## config.mk

```make
export PLATFORM = sky130hd
export DESIGN_NAME = sad_pair_unit
export DESIGN_NICKNAME = d
export VERILOG_FILES = /design/src/rtl/sad_pkg.sv /design/src/rtl/sad_frame_ctl.sv /design/src/rtl/sad_absdiff_stage.sv /design/src/rtl/sad_tree_acc.sv /design/src/rtl/sad_pair_unit.sv
export SDC_FILE = /design/constraint.sdc
export NUM_CORES = 1
export LEC_CHECK = 0
export BUFFER_PORTS_ARGS = -buffer_cell sky130_fd_sc_hd__buf_2
export CORE_ASPECT_RATIO = 1.1
export CORE_UTILIZATION = 35
export CTS_CLUSTER_SIZE = 14
export DETAILED_ROUTE_END_ITERATION = 7
export GPL_TIMING_DRIVEN = 1
export HOLD_SLACK_MARGIN = 0.02
export PLACE_DENSITY = 0.51
export REMOVE_ABC_BUFFERS = 1
export SLEW_MARGIN = 40
export SYNTH_ARGS = -nofsm -noshare
export SYNTH_HDL_FRONTEND = slang
export SYNTH_SLANG_ARGS = --single-unit
```

## constraint.sdc

```tcl
create_clock -name clk -period 15.48 [get_ports clk]
set_clock_uncertainty 0.1 [all_clocks]
set_input_delay 2.322 -clock clk [delete_from_list [all_inputs] [get_ports clk]]
set_output_delay 2.322 -clock clk [all_outputs]
set_load 0.02 [all_outputs]
```

## src/rtl/sad_pkg.sv

```systemverilog
package sad_pkg;

  typedef enum logic [1:0] {
    SAD_MODE_EMIT     = 2'b00,
    SAD_MODE_ACC_C    = 2'b01,
    SAD_MODE_ACC_L    = 2'b10,
    SAD_MODE_EMIT_ALT = 2'b11
  } sad_mode_e;

  typedef struct packed {
    logic vld;
    logic first;
    logic last;
  } sad_tag_t;

endpackage

```

## src/rtl/sad_frame_ctl.sv

```systemverilog
module sad_frame_ctl
  import sad_pkg::*;
#(
  parameter int BEATS_EMIT = 2,
  parameter int BEATS_C    = 8,
  parameter int BEATS_L    = 32,
  localparam int CNT_W     = (BEATS_L > 2) ? $clog2(BEATS_L) : 1
) (
  input  logic       clk,
  input  logic       rst,
  input  logic       in_valid,
  input  logic       in_first,
  input  logic [1:0] in_mode,
  output logic       blk_first,
  output logic       blk_last
);

  localparam logic [CNT_W-1:0] END_E = CNT_W'(BEATS_EMIT - 1);
  localparam logic [CNT_W-1:0] END_C = CNT_W'(BEATS_C - 1);
  localparam logic [CNT_W-1:0] END_L = CNT_W'(BEATS_L - 1);

  logic [CNT_W-1:0] cnt_q;
  sad_mode_e        mode_q;
  sad_mode_e        eff_mode;
  logic             start;
  logic [CNT_W-1:0] pos;
  logic [CNT_W-1:0] end_pos;

  always_comb begin
    start    = in_first || (cnt_q == '0);
    eff_mode = start ? sad_mode_e'(in_mode) : mode_q;
    pos      = start ? '0 : cnt_q;
    unique case (eff_mode)
      SAD_MODE_ACC_C: end_pos = END_C;
      SAD_MODE_ACC_L: end_pos = END_L;
      default:        end_pos = END_E;
    endcase
    blk_first = start;
    blk_last  = (pos == end_pos);
  end

  always_ff @(posedge clk) begin
    if (rst) begin
      cnt_q  <= '0;
      mode_q <= SAD_MODE_EMIT;
    end else if (in_valid) begin
      mode_q <= eff_mode;
      cnt_q  <= blk_last ? '0 : pos + 1'b1;
    end
  end

endmodule

```

## src/rtl/sad_absdiff_stage.sv

```systemverilog
module sad_absdiff_stage
  import sad_pkg::*;
#(
  parameter int SAMPLE_W = 8,
  parameter int LANES    = 8,
  localparam int BUS_W   = SAMPLE_W * LANES
) (
  input  logic             clk,
  input  logic             rst,
  input  logic             in_valid,
  input  logic             blk_first,
  input  logic             blk_last,
  input  logic [BUS_W-1:0] pred_pix,
  input  logic [BUS_W-1:0] orig_pix,
  output logic [BUS_W-1:0] ad_q,
  output sad_tag_t         tag_q
);

  for (genvar g = 0; g < LANES; g++) begin : g_lane
    logic [SAMPLE_W-1:0] p, o, d;
    assign p = pred_pix[g*SAMPLE_W +: SAMPLE_W];
    assign o = orig_pix[g*SAMPLE_W +: SAMPLE_W];
    assign d = (p >= o) ? (p - o) : (o - p);

    always_ff @(posedge clk) begin
      if (rst) begin
        ad_q[g*SAMPLE_W +: SAMPLE_W] <= '0;
      end else if (in_valid) begin
        ad_q[g*SAMPLE_W +: SAMPLE_W] <= d;
      end
    end
  end

  always_ff @(posedge clk) begin
    if (rst) begin
      tag_q <= '0;
    end else begin
      tag_q.vld   <= in_valid;
      tag_q.first <= in_valid & blk_first;
      tag_q.last  <= in_valid & blk_last;
    end
  end

endmodule

```

## src/rtl/sad_tree_acc.sv

```systemverilog
module sad_tree_acc
  import sad_pkg::*;
#(
  parameter int SAMPLE_W = 8,
  parameter int LANES    = 8,
  parameter int ACC_W    = 16,
  localparam int BUS_W   = SAMPLE_W * LANES,
  localparam int TREE_W  = SAMPLE_W + $clog2(LANES)
) (
  input  logic             clk,
  input  logic             rst,
  input  logic [BUS_W-1:0] ad_q,
  input  sad_tag_t         tag_q,
  output logic             out_valid,
  output logic [ACC_W-1:0] out_sad
);

  logic [TREE_W-1:0] tree_sum;
  logic [ACC_W-1:0]  run_q;
  logic [ACC_W-1:0]  nxt;

  always_comb begin
    tree_sum = '0;
    for (int i = 0; i < LANES; i++) begin
      tree_sum = tree_sum + TREE_W'(ad_q[i*SAMPLE_W +: SAMPLE_W]);
    end
    nxt = (tag_q.first ? '0 : run_q) + ACC_W'(tree_sum);
  end

  always_ff @(posedge clk) begin
    if (rst) begin
      run_q     <= '0;
      out_sad   <= '0;
      out_valid <= 1'b0;
    end else begin
      out_valid <= tag_q.vld & tag_q.last;
      if (tag_q.vld) begin
        run_q <= nxt;
        if (tag_q.last) out_sad <= nxt;
      end
    end
  end

endmodule

```

## src/rtl/sad_pair_unit.sv

```systemverilog
module sad_pair_unit
  import sad_pkg::*;
#(
  parameter int SAMPLE_W      = 8,
  parameter int ROW_LEN       = 4,
  parameter int ROWS_PER_BEAT = 2,
  parameter int CHROMA_DIM    = 8,
  parameter int LUMA_DIM      = 16,
  localparam int LANES        = ROW_LEN * ROWS_PER_BEAT,
  localparam int BUS_W        = SAMPLE_W * LANES,
  localparam int ACC_W        = SAMPLE_W + $clog2(LUMA_DIM * LUMA_DIM)
) (
  input  logic             clk,
  input  logic             rst,
  input  logic             in_valid,
  input  logic             in_first,
  input  logic [1:0]       in_mode,
  input  logic [BUS_W-1:0] pred_pix,
  input  logic [BUS_W-1:0] orig_pix,
  output logic             out_valid,
  output logic [ACC_W-1:0] out_sad
);

  localparam int BEATS_EMIT = (ROW_LEN * ROW_LEN) / LANES;
  localparam int BEATS_C    = (CHROMA_DIM * CHROMA_DIM) / LANES;
  localparam int BEATS_L    = (LUMA_DIM * LUMA_DIM) / LANES;

  logic             blk_first, blk_last;
  logic [BUS_W-1:0] ad_q;
  sad_tag_t         tag_q;

  sad_frame_ctl #(
    .BEATS_EMIT(BEATS_EMIT), .BEATS_C(BEATS_C), .BEATS_L(BEATS_L)
  ) ctl_i (
    .clk(clk), .rst(rst), .in_valid(in_valid), .in_first(in_first),
    .in_mode(in_mode), .blk_first(blk_first), .blk_last(blk_last)
  );

  sad_absdiff_stage #(.SAMPLE_W(SAMPLE_W), .LANES(LANES)) s1_i (
    .clk(clk), .rst(rst), .in_valid(in_valid), .blk_first(blk_first),
    .blk_last(blk_last), .pred_pix(pred_pix), .orig_pix(orig_pix),
    .ad_q(ad_q), .tag_q(tag_q)
  );

  sad_tree_acc #(.SAMPLE_W(SAMPLE_W), .LANES(LANES), .ACC_W(ACC_W)) s2_i (
    .clk(clk), .rst(rst), .ad_q(ad_q), .tag_q(tag_q),
    .out_valid(out_valid), .out_sad(out_sad)
  );

endmodule

```

==> flow_metrics.tcl, run 1 <==
set metrics [dict create \
    status "completed" \
    post_cts_buffers 0 \
    via_count 9992 \
    total_power_mw 1.77 \
    rsz0062_at_grt "no" \
    cts-root-buf "clkbuf_16" \
    pwr-share-clk_pct 13.4 \
    final_cell_mix "227 x inv_1, 156 x ha_1, 148 x buf_2, 107 x dfxtp_1, 99 x a21oi_1" \
    num-fill-cells 3458 \
    cts_buffer_depth 2 \
    critPathArrivalTime_ns 7.62 \
    power_leakage_nw 6.54 \
    hold_class "flop to flop" \
    synth_edf_count 0 \
    grt_start_max_net_pins 102 \
    p_sw_share_pct 46.3 \
    die_w_um 177 \
    p_int_mw 0.950 \
    synth_cell_type_count 64 \
    drc_errors 0 \
    async_reset_ff_share_pct 0 \
    max_freq_ghz 0.135 \
    slew_violations 0 \
    cts_resized 0 \
    p_sw_mw 0.818 \
    crit_type "flop to flop" \
    fp.dieArea_mm2 0.0344 \
    cts.htree.levels 3 \
    ys.flop_type "dfxtp_1" \
    setup_viol 0 \
    syn-cell-area_mm2 0.0118 \
    diodes 0 \
    fin_nets 1901 \
    clk_pin_slew_ns 0.07 \
    cp-start-kind "flop" \
    final_common_cell "inv_1" \
    critPathMostFrequentCell "fa_1" \
    timing_hold_violations_final 0 \
    worstSkewPairLatency_ns 0.36 \
    syn_inst 1454 \
    antenna_found_initial 0 \
    die_h_um 194 \
    cts_tree "built" \
    grt_use_total_pct 16.7 \
    yosysWarnings 0 \
    p_seq_share_pct 18.3 \
    synth_seq_cells 107 \
    grtUsageMet1_pct 20.5 \
    cts_made_buffers 9 \
    cts_sinks 107 \
    grt_first_pass_wirelength_um 47200 \
    totalWireLength_um 28300 \
    seq_area_frac_synth_pct 18.2 \
    row_count 70 \
    port_buffers 150 \
    power.density_mw_per_mm2 134 \
    place_hpwl_um 23200 \
    cp_max_fo 7 \
    overflow 0 \
    avgSynthCellArea_um2 8.10 \
    slew_headroom_pct 51.2 \
    avgViaCountPerCell 5.02 \
    dr.pass1.iters 7 \
    use_met2_pct 30.5 \
    routedWlPerCell_um 14.2 \
    drtIter0Drc 356 \
    drive_above_1_share_pct 12.8 \
    io_pins 151 \
    syn2layout_area_growth_pct 11.7 \
    slowest_stage "a2111oi_0" \
    required_ns 15.67 \
    initial_utilization_pct 35.5 \
    core_area_mm2 0.0332 \
    cp-end-kind "flop" \
    combPwrFrac_pct 68.3 \
    holdBufCountCts 0 \
    final.setup.tns_ns 0 \
    ir_drop_uv 160 \
    period_needed_ns 7.43 \
    grt_pass1_vias 9894 \
    finalCritPeriodShare_pct 48.0 \
    grt_busiest_layer "met2" \
    maxCapViolations 0 \
    grt_use_met3_pct 2.03 \
    routabilityCongestion 0.841 \
    worst_path_largest_cell_delay_ns 0.61 \
    tightest_slew_ns 0.731 \
    ant_nets 0 \
]
[synth_stat cells, types with 22 or more instances]
library cell	count	area share (%)
nor2b_1	44	2.3
xor2_1	22	1.6
nand3_1	27	1.1
a21o_1	22	1.4
clkbuf_1	34	1.1
a21oi_1	99	4.2
nor2_1	88	2.8
inv_1	227	7.2
xnor2_1	29	2.2
dfxtp_1	107	18
a211oi_1	39	2.5
nand2_1	98	3.1
fa_1	56	9.5
ha_1	156	17
nor3b_1	29	1.8
mux2i_1	78	6.6
o21ai_0	69	2.9
[per-stage QoR]
step                      utilization, %  instance area, um^2  setup slack [ns]  std cells  hold WS, ns
after floorplan                        -                11500              8.59       1390        0.335
after global placement              38.7                12800              8.20       1976        0.340
after detailed placement            38.7                12800              8.13       1976        0.345
after CTS                           39.6                13100              8.09       1992        0.356
after global routing                39.6                13200              7.66       1992        0.372
final                               39.6                13200              8.05       1992        0.354
[power by group through the flow]
stage	clock, mW	combinational, mW	sequential [mW]
detailed placement	0	1.20	0.330
floorplan	0	0.929	0.324
CTS	0.246	1.22	0.324
global route	0.256	1.37	0.327
global placement	0	1.20	0.330
finish	0.237	1.21	0.323
[routing by layer]
metal  wire (um)  share of wire, %  up-vias
met5           0                 0        -
met4         484               1.7        0
met3         742               2.6       28
met2       14300                50      157
met1       12800                45     4652
li1            -                 -     5155
[layout make-up]
class	instances	area (um^2)	area share (%)
Clock buffer	9	225	1.71
Clock inverter	7	76.3	0.580
Inverter	229	860	6.54
Multi-Input combinational cell	1054	8520	64.8
Sequential cell	107	2140	16.3
Tap cell	432	541	4.11
Timing Repair Buffer	154	790	6.00
[cells by family (layout without fill, tap and decap cells)]
family          after synthesis  in the layout  synth area share, %
buf+inv                     293            399                 9.51
compound gates              335            335                 18.7
fa+ha+maj                   212            212                 26.1
flops                       107            107                 18.2
xor+xnor                     51             51                 3.79
mux                          95             95                 8.25
simple gates                361            361                 15.5
[critical path: cells and delay by family (launching register included)]
kind                     cells  cell delay (ns)
XOR/XNOR                     1             0.16
flip-flops                   1             0.34
AND/OR/NAND/NOR              6             1.13
AO/OA/AOI/OAI                8             2.13
buffers and inverters        4             0.22
adder cells (fa/ha/maj)      8             3.27
[final timing paths]
kind / start / end / slack, ns / cells after the start
max: s1_i.ad_q[8] / s2_i.run_q[13] / 8.05 / 27
max reg2reg: s1_i.ad_q[8] / s2_i.run_q[13] / 8.05 / 27
min reg2reg: s2_i.out_sad[9] / s2_i.out_sad[9] / 0.35 / 2
min: s2_i.out_sad[9] / s2_i.out_sad[9] / 0.35 / 2
[state kept, by name, summed over array words and instances (netlist names)]
name	flops
ctl_i.cnt_q	5
ctl_i.mode_q	2
s2_i.out_sad	16
s1_i.ad_q	64
s1_i.tag_q	3
s2_i.out_valid	1
s2_i.run_q	16
(Power assumes the default switching activity.)
==> inputs of run 2 (changes only) <==
ABC_AREA = 1   (was unset)
PLACE_DENSITY = 0.52   (was 0.51)
clock period = 6.5 ns   (was 15.48 ns; I/O delays follow)
==> flow_metrics.tcl, run 2 <==
set metrics [dict create \
    syn_inst 2152 \
    fin_hold_ws_ns 0.358 \
    drc_errors 0 \
    port_buffers 150 \
    hold_class "flop to flop" \
    drive_above_1_share_pct 10.4 \
    grt_use_met3_pct 1.92 \
    place_hpwl_um 26700 \
    antenna_found_initial 0 \
    fp.dieArea_mm2 0.0388 \
    slowest_stage "fa_1" \
    cts-root-buf "clkbuf_16" \
    combPwrFrac_pct 69.7 \
    row_count 74 \
    critPathArrivalTime_ns 6.16 \
    post-place-ws_ns 0.313 \
    pwr-share-clk_pct 12.8 \
    diodes 0 \
    final_cell_mix "618 x nand2_1, 501 x inv_1, 194 x nor2_1, 170 x nand3_1, 156 x ha_1" \
    grt_first_pass_wirelength_um 54700 \
    cts.htree.levels 3 \
    cts_made_buffers 9 \
    synth_top_area_cell "nand2_1" \
    reg.largest.list "s1_i.ad_q: 64 flops, s2_i.out_sad: 16 flops, s2_i.run_q: 16 flops" \
    cts_tree "built" \
    status "completed" \
    io_pins 151 \
    finalCritPeriodShare_pct 92.3 \
    ir_drop_uv 388 \
    ys.flop_type "dfxtp_1" \
    seq_area_frac_synth_pct 16.1 \
    setup_viol 0 \
    cp-start-kind "flop" \
    clk_pin_slew_ns 0.08 \
    drtIter0Drc 486 \
    die_w_um 188 \
    fin_nets 2618 \
    period_needed_ns 6.00 \
    synth_most_common_cell "nand2_1" \
    die_h_um 206 \
    timing_hold_violations_final 0 \
    worst_path_largest_cell_delay_ns 0.52 \
    cp-end-kind "flop" \
    use_met2_pct 32.1 \
    synth_common_cells "618 x nand2_1, 501 x inv_1, 195 x nor2_1, 170 x nand3_1, 156 x ha_1" \
    grt_busiest_layer "met2" \
    grt_use_total_pct 17.0 \
    final.setup.tns_ns 0 \
    max_freq_ghz 0.167 \
    yosysWarnings 0 \
    avgSynthCellArea_um2 6.18 \
    ys_top_cells_by_area "nand2_1 17%, dfxtp_1 16%, ha_1 15%, inv_1 14%, fa_1 8.4%" \
    power.density_mw_per_mm2 299 \
    synth_edf_count 0 \
    core_area_mm2 0.0373 \
    p_sw_share_pct 51.4 \
    syn2layout_area_growth_pct 10.5 \
    routedWlPerCell_um 11.5 \
    ant_nets 0 \
    avgViaCountPerCell 4.44 \
    synth_cell_type_count 30 \
    worstSkewPairLatency_ns 0.37 \
    p_sw_mw 2.25 \
    regMostFlops "s1_i.ad_q" \
    critPathMostFrequentCell "nand2_1" \
    maxCapViolations 0 \
    grtUsageMet1_pct 20.6 \
    crit_type "flop to flop" \
    largest_reg_flops 64 \
    tightest_slew_ns 0.807 \
    grt_pass1_vias 11900 \
    dr.pass1.iters 5 \
    fin_ws_ns 0.499 \
    async_reset_ff_share_pct 0 \
    synth_seq_cells 107 \
    synth_top_area_share_pct 17.5 \
    power_leakage_nw 8.93 \
    via_count 12300 \
    overflow 0 \
    slew_violations 0 \
    cts_sinks 107 \
    p_int_mw 2.13 \
    totalWireLength_um 31700 \
    initial_utilization_pct 35.6 \
    grt_start_max_net_pins 77 \
    cp_max_fo 5 \
    cts_buffer_depth 2 \
    syn-cell-area_mm2 0.0133 \
    total_power_mw 4.39 \
    slew_headroom_pct 46.2 \
    p_seq_share_pct 17.5 \
    required_ns 6.66 \
    routabilityCongestion 0.847 \
    final_common_cell "nand2_1" \
]
-- run 2: cell type report --
| type | instances | area, um^2 |
|---|---|---|
| fillers | 4167 | 22600 |
| multi-input cells | 1491 | 8920 |
| flip-flops and latches | 107 | 2140 |
| inverters | 510 | 1930 |
| repair buffers | 153 | 779 |
| well taps | 494 | 618 |
| clock buffers | 10 | 239 |
| clock inverters | 6 | 62.6 |
-- run 2: final timing paths --
path | startpoint | endpoint | slack (ns) | depth (start not counted)
min | s2_i.run_q[0] | s2_i.run_q[0] | 0.36 | 2
max reg2reg | s1_i.ad_q[0] | s2_i.out_sad[15] | 0.50 | 32
min reg2reg | s2_i.run_q[0] | s2_i.run_q[0] | 0.36 | 2
max | s1_i.ad_q[0] | s2_i.out_sad[15] | 0.50 | 32
-- run 2: per-stage QoR --
step           area [um^2]  utilization [%]  std cells
2_1_floorplan        13000                -       2108
3_3_place_gp         14400             38.5       2755
3_5_place_dp         14400             38.6       2755
4_1_cts              14700             39.4       2771
5_1_grt              14700             39.4       2771
6_report             14700             39.4       2771
-- run 2: worst max-delay path: cells and delay by family, from the launching register on --
| kind | cells | cell delay, ns |
|---|---|---|
| xor gates and xnor gates | 1 | 0.20 |
| AOI/OAI and AO/OA | 4 | 0.68 |
| buffers and inverters | 6 | 0.30 |
| DFF | 1 | 0.34 |
| and+or+nand+nor | 13 | 1.06 |
| adders and majority gates | 8 | 3.23 |
-- run 2: power by group through the flow --
| stage | sequential (mW) | clock, mW | combinational [mW] |
|---|---|---|---|
| finish | 0.769 | 0.561 | 3.06 |
| global placement | 0.786 | 0 | 3.06 |
| CTS | 0.772 | 0.579 | 3.10 |
| floorplan | 0.769 | 0 | 2.39 |
| detailed placement | 0.787 | 0 | 3.08 |
| global route | 0.778 | 0.604 | 3.61 |
-- run 2: routing by layer --
layer  vias up  share of wire [%]
li1       6668                  -
met1      5468                 46
met2       147                 50
met3        23                2.4
met4         0                1.3
met5         -                  0
-- run 2: cells by family after synthesis --
family	count (synthesis)	synth area share, %
compound gates	151	6.16
flops	107	16.1
fa+ha+maj	212	23.1
xor+xnor	70	4.61
buf+inv	554	16.8
simple gates	1058	33.2
-- run 2: what timing repair did --
item,4_1_cts,5_1_grt
endpoints found under the setup margin,0,15
hold buffers,0,0
resized for setup,0,2
setup buffers,0,0
hold endpoints to repair,0,0
==> inputs of run 3 (changes only) <==
RECOVER_POWER = 25   (was unset)
==> flow_metrics.tcl, run 3 (synthesis results as in run 2) <==
set metrics [dict create \
    status "completed" \
    cts_buffer_depth 2 \
    place_hpwl_um 26700 \
    path_delay_family "adder cells" \
    io_pins 151 \
    cts-root-buf "clkbuf_16" \
    timing_hold_violations_final 0 \
    cp-end-kind "flop" \
    required_ns 6.67 \
    totalWireLength_um 31800 \
    grt_use_total_pct 17.0 \
    overflow 0 \
    grt_pass1_vias 11900 \
    cts.htree.levels 3 \
    grt_first_pass_wirelength_um 54700 \
    regMostFlops "s1_i.ad_q" \
    largest_reg_flops 64 \
    tightest_slew_ns 0.791 \
    rr_startpoint "s1_i.ad_q[0]" \
    grt_start_max_net_pins 77 \
    period_needed_ns 5.99 \
    cts_sinks 107 \
    clk_pin_slew_ns 0.08 \
    post-place-ws_ns 0.313 \
    reg.largest.list "s1_i.ad_q: 64 flops, s2_i.out_sad: 16 flops, s2_i.run_q: 16 flops" \
    fin_nets 2618 \
    max_freq_ghz 0.167 \
    fp.dieArea_mm2 0.0388 \
    drive_above_1_share_pct 9.18 \
    slew_violations 0 \
    maxCapViolations 0 \
    die_w_um 188 \
    slowest_stage "fa_1" \
    die_h_um 206 \
    hold_class "flop to flop" \
    power.density_mw_per_mm2 300 \
    dp_cells 2755 \
    cts_tree "built" \
    dr.pass1.iters 5 \
    min-delay-start "s2_i.run_q[0]" \
    routedWlPerCell_um 11.5 \
    drc_errors 0 \
    critPathArrivalTime_ns 6.16 \
    core_area_mm2 0.0373 \
    finalCritPeriodShare_pct 92.2 \
    syn2layout_area_growth_pct 10.1 \
    worst_path_largest_cell_delay_ns 0.52 \
    diodes 0 \
    port_buffers 150 \
    initial_utilization_pct 35.6 \
    cp_max_fo 5 \
    setup_viol 0 \
    crit_type "flop to flop" \
    final_common_cell "nand2_1" \
    via_count 12300 \
    routabilityCongestion 0.847 \
    cp-start-kind "flop" \
    crit_buf_inv 8 \
    slew_headroom_pct 47.2 \
    power_leakage_nw 8.85 \
    crit_start "s1_i.ad_q[0]" \
    final_cell_mix "621 x nand2_1, 501 x inv_1, 202 x nor2_1, 170 x nand3_1, 156 x ha_1" \
    row_count 74 \
    critPathMostFrequentCell "nand2_1" \
    worstSkewPairLatency_ns 0.37 \
    drtIter0Drc 502 \
    holdBufCountCts 0 \
    instances_no_fill 2771 \
    ant_nets 0 \
    fin_ws_ns 0.507 \
    ir_drop_uv 388 \
    avgViaCountPerCell 4.44 \
    cts_made_buffers 9 \
    num-fill-cells 4182 \
    antenna_found_initial 0 \
]
[run 3: layer usage]
layer	GRT usage [%]	wire, um
met4	3.48	418
met1	20.6	14800
met5	0	0
met2	32.1	15900
met3	1.92	746
[run 3: area by class of cell]
cell class / count / area [um^2] / area share [%]
Clock buffer: 10 / 239 / 1.63
Clock inverter: 6 / 62.6 / 0.428
Inverter: 510 / 1930 / 13.2
Multi-Input combinational cell: 1491 / 8880 / 60.7
Sequential cell: 107 / 2140 / 14.6
Tap cell: 494 / 618 / 4.23
Timing Repair Buffer: 153 / 758 / 5.18
[run 3: path summary, 6_finish.rpt]
check	to	slack [ns]	depth (start not counted)
hold / removal	s2_i.run_q[0]	0.36	2
setup reg to reg	s2_i.run_q[13]	0.51	34
setup / recovery	s2_i.run_q[13]	0.51	34
hold reg to reg	s2_i.run_q[0]	0.36	2
[run 3: worst register-to-register path: cells and delay by family, from the launching register on]
kind                       cells  cell delay (ns)
adders and majority gates      8             3.22
xor gates and xnor gates       1             0.20
DFF                            1             0.34
AOI/OAI and AO/OA              3             0.45
and+or+nand+nor               14             1.18
buffers and inverters          8             0.41
[run 3: where the power goes]
group          internal (mW)  switching (mW)  leakage [nW]
Combinational           1.12            1.93          7.82
Clock                  0.282           0.279         0.149
Sequential             0.725          0.0443         0.881
[run 3: what timing repair did]
item	in CTS	in global routing
setup endpoints to repair	0	15
buffers inserted	0	0
resized for setup	0	2
[run 3: stage by stage]
stage,TNS (ns),hold slack [ns],cell area (um^2),utilization (%),power [mW]
after global placement,0,0.339,14400,38.5,3.85
final,0,0.358,14600,39.2,4.38
after floorplan,0,0.323,13000,-,3.16
after global routing,-0.00515,0.396,14600,39.2,4.99
after detailed placement,0,0.347,14400,38.6,3.87
after CTS,0,0.363,14700,39.4,4.45
